**src/rtl/pmic_seq_pkg.sv**
```systemverilog
package pmic_seq_pkg;

  typedef enum logic [1:0] {
    OP_NONE  = 2'b00,
    OP_START = 2'b01,
    OP_STOP  = 2'b10,
    OP_WARM  = 2'b11
  } opCode_t;

  // Strobes from the sequencing control to the datapath.
  typedef struct packed {
    logic driveKey;    // pull power key low
    logic driveRst;    // pull reset input low
    logic releaseAll;  // release both lines high
    logic cntClear;    // zero the tick counter
    logic cntInc;      // advance the tick counter
    logic finish;      // command completes this cycle
    logic finishOk;    // result reported with finish
    logic coldReq;     // raise the cold-reset request
  } strobe_t;

endpackage

```
**src/rtl/pmic_seq_sync.sv**
```systemverilog
module pmic_seq_sync #(
  parameter int WIDTH = 3,
  parameter int STAGES = 2,
  parameter logic [WIDTH-1:0] RST_VAL = '0
) (
  input  logic             clk,
  input  logic             rstN,
  input  logic [WIDTH-1:0] asyncIn,
  output logic [WIDTH-1:0] syncOut
);

  logic [WIDTH-1:0] stage [STAGES];

  for (genvar g = 0; g < STAGES; g++) begin : gStage
    if (g == 0) begin : gFirst
      always_ff @(posedge clk or negedge rstN) begin
        if (!rstN) stage[g] <= RST_VAL;
        else       stage[g] <= asyncIn;
      end
    end else begin : gNext
      always_ff @(posedge clk or negedge rstN) begin
        if (!rstN) stage[g] <= RST_VAL;
        else       stage[g] <= stage[g-1];
      end
    end
  end

  assign syncOut = stage[STAGES-1];

endmodule

```
**src/rtl/pmic_seq_ctrl.sv**
```systemverilog
module pmic_seq_ctrl
  import pmic_seq_pkg::*;
#(
  parameter int RESP_TICKS = 350,
  parameter int PULSE_TICKS = 20,
  parameter int CNT_W = 9
) (
  input  logic             clk,
  input  logic             rstN,
  input  logic             tickEn,
  input  logic             cmdValid,
  input  opCode_t          cmdOp,
  input  logic             pwrGoodS,
  input  logic             rstSeenS,
  input  logic             lineSenseS,
  input  logic [CNT_W-1:0] cntVal,
  output strobe_t          stb,
  output logic             busy
);

  localparam logic [CNT_W-1:0] RESP_LAST  = CNT_W'(RESP_TICKS - 1);
  localparam logic [CNT_W-1:0] PULSE_LAST = CNT_W'(PULSE_TICKS - 1);

  typedef enum logic [2:0] {
    ST_IDLE, ST_CHECK, ST_HOLD, ST_PULSE, ST_WAITRST
  } state_t;

  state_t  state, nxt;
  opCode_t opReg;
  logic    targetOn;

  assign targetOn = (opReg == OP_START);
  assign busy     = (state != ST_IDLE);

  always_ff @(posedge clk or negedge rstN) begin
    if (!rstN) begin
      state <= ST_IDLE;
      opReg <= OP_NONE;
    end else begin
      state <= nxt;
      if (state == ST_IDLE && cmdValid && cmdOp != OP_NONE) opReg <= cmdOp;
    end
  end

  always_comb begin
    stb = '0;
    nxt = state;
    unique case (state)
      ST_IDLE: begin
        if (cmdValid && cmdOp != OP_NONE) nxt = ST_CHECK;
      end
      ST_CHECK: begin
        if (opReg == OP_WARM) begin
          // align the pulse start to a tick so its width is exact
          if (tickEn) begin
            stb.driveRst = 1'b1;
            stb.cntClear = 1'b1;
            nxt          = ST_PULSE;
          end
        end else if (pwrGoodS == targetOn) begin
          stb.finish   = 1'b1;
          stb.finishOk = 1'b1;
          nxt          = ST_IDLE;
        end else if (!lineSenseS) begin
          stb.finish = 1'b1;
          nxt        = ST_IDLE;
        end else begin
          stb.driveKey = 1'b1;
          stb.driveRst = (opReg == OP_STOP);
          stb.cntClear = 1'b1;
          nxt          = ST_HOLD;
        end
      end
      ST_HOLD: begin
        if (tickEn) begin
          if (pwrGoodS == targetOn) begin
            stb.releaseAll = 1'b1;
            stb.finish     = 1'b1;
            stb.finishOk   = 1'b1;
            nxt            = ST_IDLE;
          end else if (cntVal == RESP_LAST) begin
            stb.releaseAll = 1'b1;
            stb.finish     = 1'b1;
            nxt            = ST_IDLE;
          end else begin
            stb.cntInc = 1'b1;
          end
        end
      end
      ST_PULSE: begin
        if (tickEn) begin
          if (cntVal == PULSE_LAST) begin
            stb.releaseAll = 1'b1;
            stb.cntClear   = 1'b1;
            nxt            = ST_WAITRST;
          end else begin
            stb.cntInc = 1'b1;
          end
        end
      end
      ST_WAITRST: begin
        if (rstSeenS) begin
          stb.finish   = 1'b1;
          stb.finishOk = 1'b1;
          nxt          = ST_IDLE;
        end else if (tickEn) begin
          if (cntVal == RESP_LAST) begin
            stb.finish  = 1'b1;
            stb.coldReq = 1'b1;
            nxt         = ST_IDLE;
          end else begin
            stb.cntInc = 1'b1;
          end
        end
      end
      default: nxt = ST_IDLE;
    endcase
  end

endmodule

```
**src/rtl/pmic_seq_dp.sv**
```systemverilog
module pmic_seq_dp
  import pmic_seq_pkg::*;
#(
  parameter int CNT_W = 9
) (
  input  logic             clk,
  input  logic             rstN,
  input  strobe_t          stb,
  output logic [CNT_W-1:0] cntVal,
  output logic             pmicKeyN,
  output logic             pmicRstN,
  output logic             done,
  output logic             ok,
  output logic             coldReq
);

  always_ff @(posedge clk or negedge rstN) begin
    if (!rstN) begin
      cntVal <= '0;
    end else if (stb.cntClear) begin
      cntVal <= '0;
    end else if (stb.cntInc) begin
      cntVal <= cntVal + 1'b1;
    end
  end

  always_ff @(posedge clk or negedge rstN) begin
    if (!rstN) begin
      pmicKeyN <= 1'b1;
      pmicRstN <= 1'b1;
    end else if (stb.releaseAll) begin
      pmicKeyN <= 1'b1;
      pmicRstN <= 1'b1;
    end else begin
      if (stb.driveKey) pmicKeyN <= 1'b0;
      if (stb.driveRst) pmicRstN <= 1'b0;
    end
  end

  always_ff @(posedge clk or negedge rstN) begin
    if (!rstN) begin
      done    <= 1'b0;
      ok      <= 1'b0;
      coldReq <= 1'b0;
    end else begin
      done    <= stb.finish;
      coldReq <= stb.coldReq;
      if (stb.finish) ok <= stb.finishOk;
    end
  end

endmodule

```
**src/rtl/pmic_seq.sv**
```systemverilog
module pmic_seq
  import pmic_seq_pkg::*;
#(
  parameter int RESP_TICKS = 350,
  parameter int PULSE_TICKS = 20,
  parameter int SYNC_STAGES = 2
) (
  input  logic       clk,
  input  logic       rstN,
  input  logic       tickEn,
  input  logic       cmdValid,
  input  logic [1:0] cmdOp,
  input  logic       cpuPwrGoodIn,
  input  logic       cpuRstSeenIn,
  input  logic       rstLineSenseIn,
  output logic       pmicKeyN,
  output logic       pmicRstN,
  output logic       busy,
  output logic       done,
  output logic       ok,
  output logic       coldReq
);

  localparam int MAX_TICKS = (RESP_TICKS > PULSE_TICKS) ? RESP_TICKS : PULSE_TICKS;
  localparam int CNT_W     = $clog2(MAX_TICKS + 1);

  logic [2:0]       syncVec;
  logic [CNT_W-1:0] cntVal;
  strobe_t          stb;

  // bit 2: reset-line readback (idles high), bit 1: reset seen, bit 0: power good
  pmic_seq_sync #(
    .WIDTH  (3),
    .STAGES (SYNC_STAGES),
    .RST_VAL(3'b100)
  ) sync_i (
    .clk    (clk),
    .rstN   (rstN),
    .asyncIn({rstLineSenseIn, cpuRstSeenIn, cpuPwrGoodIn}),
    .syncOut(syncVec)
  );

  pmic_seq_ctrl #(
    .RESP_TICKS (RESP_TICKS),
    .PULSE_TICKS(PULSE_TICKS),
    .CNT_W      (CNT_W)
  ) ctrl_i (
    .clk       (clk),
    .rstN      (rstN),
    .tickEn    (tickEn),
    .cmdValid  (cmdValid),
    .cmdOp     (opCode_t'(cmdOp)),
    .pwrGoodS  (syncVec[0]),
    .rstSeenS  (syncVec[1]),
    .lineSenseS(syncVec[2]),
    .cntVal    (cntVal),
    .stb       (stb),
    .busy      (busy)
  );

  pmic_seq_dp #(
    .CNT_W(CNT_W)
  ) dp_i (
    .clk     (clk),
    .rstN    (rstN),
    .stb     (stb),
    .cntVal  (cntVal),
    .pmicKeyN(pmicKeyN),
    .pmicRstN(pmicRstN),
    .done    (done),
    .ok      (ok),
    .coldReq (coldReq)
  );

endmodule

```
**config.mk**
```make
export PLATFORM = sky130hd
export DESIGN_NAME = pmic_seq
export DESIGN_NICKNAME = d
export VERILOG_FILES = /design/src/rtl/pmic_seq_pkg.sv /design/src/rtl/pmic_seq_sync.sv /design/src/rtl/pmic_seq_ctrl.sv /design/src/rtl/pmic_seq_dp.sv /design/src/rtl/pmic_seq.sv
export SDC_FILE = /design/constraint.sdc
export NUM_CORES = 1
export LEC_CHECK = 0
export BUFFER_PORTS_ARGS = -buffer_cell sky130_fd_sc_hd__buf_4
export CAP_MARGIN = 25
export CORE_MARGIN = 10
export CORE_UTILIZATION = 30
export CTS_CLUSTER_SIZE = 24
export DETAILED_ROUTE_END_ITERATION = 10
export GPL_TIMING_DRIVEN = 0
export PLACE_DENSITY_LB_ADDON = 0.08
export SETUP_SLACK_MARGIN = 0.5
export SYNTH_ARGS = -nofsm -noshare
export SYNTH_HDL_FRONTEND = slang
export SYNTH_HIERARCHICAL = 1
export SYNTH_SLANG_ARGS = --single-unit
```
**constraint.sdc**
```tcl
create_clock -name clk -period 2.93 [get_ports clk]
set_input_delay 0.1465 -clock clk [delete_from_list [all_inputs] [get_ports clk]]
set_output_delay 0.1465 -clock clk [all_outputs]
set_load 0.02 [all_outputs]
```
## Word level (Yosys, flattened, before mapping)

Cells that the tools add are included.
Widths: inputs -> output; s select.

- Add/subtract/negate cells: 1
- Eq/ne operators: 16
- Mux-type cells: 52
- Reduce and logical (&&, ||, !) cells: 10

Operator list:

| operator | count |
|---|---|
| $mux 3 | 12 |
| $mux 1 | 25 |
| $mux 9 | 2 |
| $mux 2 | 8 |
| $pmux 3 s5 | 1 |
| $add 9x1->9 const B | 1 |
| $eq 9x5->1 const B | 1 |
| $eq 9x9->1 const B | 1 |
| $reduce_bool 2->1 | 4 |
| $eq 3x2->1 const B | 2 |
| $ne 2x2->1 const B | 3 |
| $ne 3x3->1 const B | 2 |
| $pmux 2 s3 | 1 |
| $reduce_and 6->1 | 1 |
| $eq 2x2->1 const B | 2 |
| $pmux 1 s2 | 2 |
| $eq 3x1->1 const B | 1 |
| $eq 3x3->1 const B | 1 |
| $logic_and 1x1->1 | 3 |
| $logic_not 3->1 | 1 |
| $pmux 1 s3 | 1 |
| $reduce_bool 3->1 | 1 |
| $eq 2x1->1 const B | 1 |
| $ne 2x1->1 const B | 1 |
| $eq 1x1->1 | 1 |

- Register bits: 25
- Input port bits: 9
- Output and inout port bits: 6
- Word-level logic and storage cells: 89

## Logic depth before layout (Yosys ltp)

- Word-level depth: 7
- Mapped depth: 10
- Gate-level depth less buffers: 8

## Cells and area by module

Netlist, hierarchy kept.

By module, submodules not included:

| module | instances | cells each | area an instance (um2) | seq. area each (um2) |
|---|---|---|---|---|
| pmic_seq_dp | 1 | 53 | 613.1 | 352.8 |
| pmic_seq_ctrl | 1 | 80 | 608.1 | 125.1 |
| pmic_seq_sync | 1 | 9 | 175.2 | 152.6 |

## Least setup slack after synthesis

OpenSTA, ideal clock, no wires.

- Kind: register -> register
- Start: register sync_i.stage, in the netlist sync_i/syncOut[1]
- End: register dp_i.cntVal[7]
- Setup time: 0.077 ns
- Arrival: 2.288 ns
- Required time: 2.853 ns
- Slack: 0.565 ns
- Stages on the path, launching flop included: 11
- Buffers on the path: 2
- Clock period less this slack: 2.365 ns
- Cells stage by stage: dfrtp_1 -> buf_4 -> or4b_4 -> nor2_1 -> nor3_1 -> a21o_1 -> a31oi_1 -> buf_4 -> o211ai_4 -> or4_1 -> a21oi_1

RTL lines:

| item | line | source |
|---|---|---|
| start: declaration | pmic_seq_sync.sv:12 | `logic [WIDTH-1:0] stage [STAGES];` |
| start signal: indexed assignment | pmic_seq_sync.sv:23 | `else stage[g] <= stage[g-1];` |
| end signal: assignment | pmic_seq_dp.sv:23 | `cntVal <= cntVal + 1'b1;` |
| end: declaration | pmic_seq_dp.sv:9 | `output logic [CNT_W-1:0] cntVal,` |

==> impl_metrics.yaml <==
timing:
  report.final.slew_viol_count: 0
  worstMarginPinSlew_ns: 0.4616
  rsz0062_at_grt: "true"
  clock_skew_ns: 0.0009014
  finalCritPeriodShare: 0.8440
  finalSetupTns_ns: 0
  setup_viol: 0
  finalWorstSetupSlack_ns: 0.4570
  fmax_mhz: 404.4
  hold_viol_final: 0
  relSlewSlack: 0.6922
  period_needed_ns: 2.473
setup_path:
  path_max_fanout: 7
  reg2reg_to: "dp_i/cntVal[7]"
  critPathArrivalTime_ns: 2.67
  r2r-start: "ctrl_i/state[1]"
  critPathRequiredTime_ns: 3.13
  critPathCaptureType: "register"
  critical_path_class: "register to register"
  worstSetupStartpoint: "ctrl_i/state[1]"
  rr_worst_depth: 10
  critPathLaunchType: "register"
  r2r_slack_ns: 0.46
worst_hold_path:
  hold_depth: 3
  hold_path_end: "ctrl_i/opReg[0]"
  worstHoldStart: "cmdOp[1]"
  holdCritPathClass: "primary input to register"
pwr:
  seqPwrFrac: 0.381
  p_per_area_nw_per_um2: 743.6
  combPwrFrac: 0.461
  clockPowerShare: 0.158
  switching_share: 0.3826
  switchingPower_uw: 490.6
  ir_drop_uv: 235.4
  p_leak_nw: 0.7239
  p_int_uw: 791.5
synthesis:
  synth_edf_count: 0
  postSynthCellCount: 142
  synth_area_per_cell_um2: 9.833
  synthesis.nets: 152
  synth_seq_cells: 25
  synth_compound_area_frac: 0.1962
  synth_xor_area_frac: 0.03136
  synth_fa_ha_area_frac: 0.008961
  synthSimpleGateAreaFrac: 0.2258
  yosysWarningCount: 6
  synth_flop_cell: "dfrtp_1"
  synth_top_family_by_area: "simple AND/OR/NAND/NOR gates"
  yosysSeqAreaShare: 0.4516
  synthArstFlopShare: 1.000
  synthMuxAreaShare: 0.02599
  synth_area_um2: 1396
  ys_types: 47
detailed_routing:
  vias_per_cell: 5.232
  wire_per_inst_um: 14.60
  first_pass_iters: 4
  vias: 1151
  drt_iter0_markers: 57
  wirelength_um: 3212
  route.detailed.drc: 0
  antenna_left: 0
placement:
  port-buffer-count: 13
  post-place-ws_ns: 0.2937
  hpwl_um: 2281
  place_congestion: 0.8123
  dp.cells: 207
floorplan:
  fp.dieW_um: 88.23
  core-area_um2: 4444
  die_area_um2: 7784
  rows: 24
  ios: 15
  die_h_um: 88.23
  start_util: 0.3142
global_routing:
  grt_pass1_vias: 1113
  grt_pass1_wl_um: 5444
  grt_antenna_before_repair: 0
  grt_start_max_net_pins: 26
  gr-usage-all-layers: 0.08808
  overflow: 0
finish:
  fin_util: 0.3880
  drive_gt1_frac: 0.3036
  n_antenna_cell: 0
  fin_cells: 220
  area_delta_synth_final_pct: 23.48
  final_nets: 179
status:
  outcome: "completed"
clock_network:
  ctsRootBufferMaster: "clkbuf_8"
  cts.clk_slew.worst_paths_ns: 0.08
  cts_inserted_buffers: 3
  cts.sink_count: 25
  h-tree-depth: 1
  clockBufferDepth: 2
  clock_latency_ns: 0.26
  cts_tree: "yes"
flow_run:
  cap_violations: 0
-- placed cells by master, fill, tap and decap left out, drive strengths merged, types with 3 or more instances in the layout --
cell / count
a21o: 3
inv: 5
o21ai: 6
nor3: 3
nand3: 7
nand2: 14
clkbuf: 5
buf: 26
o31ai: 3
xor2: 3
nor2: 13
nand4: 3
a21oi: 8
nand2b: 3
a211oi: 3
dlygate4sd3: 4
dfstp: 4
dfrtp: 21
or4: 3
-- per-stage QoR --
step / hold WS, ns / total power, mW / instance area [um^2]
after floorplan: -0.1491 / 0.8961 / 1396
after detailed placement: 0.07280 / 1.055 / 1559
final: 0.2095 / 1.282 / 1724
after global routing: 0.2271 / 1.383 / 1724
after global placement: 0.06877 / 1.053 / 1559
after CTS: 0.2117 / 1.288 / 1697
-- cell type report --
class                           instances  area (um^2)
Buffer                                  9        65.06
Clock buffer                            4        45.04
Fill cell                             439         2720
Inverter                                5        18.77
Multi-Input combinational cell        103        724.4
Sequential cell                        25        630.6
Tap cell                               52        65.06
Timing Repair Buffer                   22        175.2
-- cell families after synthesis --
group	count (synthesis)
mux	3
simple gates	58
flops	25
xor+xnor	5
compound gates	36
fa+ha+maj	1
buf+inv	14
-- synthesized netlist by cell type, types with 2 or more instances --
master	count	area (um^2)
or4_1	3	22.52
nor3b_1	2	15.01
a211o_1	2	17.52
o31ai_1	3	22.52
nand3_1	7	35.03
xor2_1	3	26.28
a21oi_1	7	35.03
inv_1	5	18.77
nand4_1	3	18.77
buf_4	6	45.04
a21o_1	3	22.52
dfstp_2	4	105.1
a21bo_1	2	20.02
a211oi_1	3	22.52
nor3_1	3	15.01
or3_1	2	12.51
dfrtp_1	21	525.5
nor2_1	13	48.80
o21ai_0	3	15.01
a31oi_1	2	12.51
nand2_1	14	52.55
o21ai_1	3	15.01
nand2b_1	3	18.77
xnor2_1	2	17.52
-- critical path: stages (launching register included) --
cell      delay (ns)
dfrtp_1         0.39
buf_6           0.12
or4b_4          0.56
nor2_2          0.09
nor3_1          0.05
a21o_1          0.17
a31oi_2         0.15
buf_4           0.15
o211ai_4        0.10
or4_4           0.50
a21oi_2         0.13
-- worst max path at each step --
stage                      to  slack, ns  cells after the start
2_1_floorplan  dp_i/cntVal[7]       0.56                     10
3_3_place_gp   dp_i/cntVal[8]       0.29                      9
3_5_place_dp   dp_i/cntVal[7]       0.29                      9
4_1_cts        dp_i/cntVal[7]       0.39                     10
5_1_grt        dp_i/cntVal[7]       0.32                     10
6_report       dp_i/cntVal[7]       0.46                     10
-- state kept, by name (all words and copies together) (netlist names) --
| register | flops |
|---|---|
| dp_i/ok | 1 |
| dp_i/done | 1 |
| sync_i/syncOut | 3 |
| dp_i/coldReq | 1 |
| ctrl_i/opReg | 2 |
| sync_i/stage | 3 |
| dp_i/pmicKeyN | 1 |
| ctrl_i/state | 3 |
| dp_i/pmicRstN | 1 |
| dp_i/cntVal | 9 |
-- layer usage --
layer | track usage | part of all wire | vias up
met5 | 0 | 0 | -
met2 | 0.1453 | 0.48 | 31
met3 | 0.02482 | 0.049 | 6
met4 | 0.02790 | 0.016 | 0
met1 | 0.1085 | 0.46 | 550
li1 | - | - | 564
-- power groups by stage --
stage          clock network, mW  logic, mW  registers [mW]
3_3_place_gp                   0      0.561           0.492
2_1_floorplan                  0      0.383           0.513
3_5_place_dp                   0      0.560           0.495
4_1_cts                    0.213      0.588           0.488
6_report                   0.203      0.591           0.489
5_1_grt                    0.229      0.651           0.503
-- repair_timing --
| item | 4_1_cts | 5_1_grt |
|---|---|---|
| hold buffers | 4 | 0 |
| pin swaps | 6 | 3 |
| endpoints found under the setup margin | 4 | 6 |
| resized for setup | 3 | 7 |
| setup buffers | 5 | 0 |
| hold endpoints to repair | 24 | 0 |
Power figures use the tool's default switching activity.
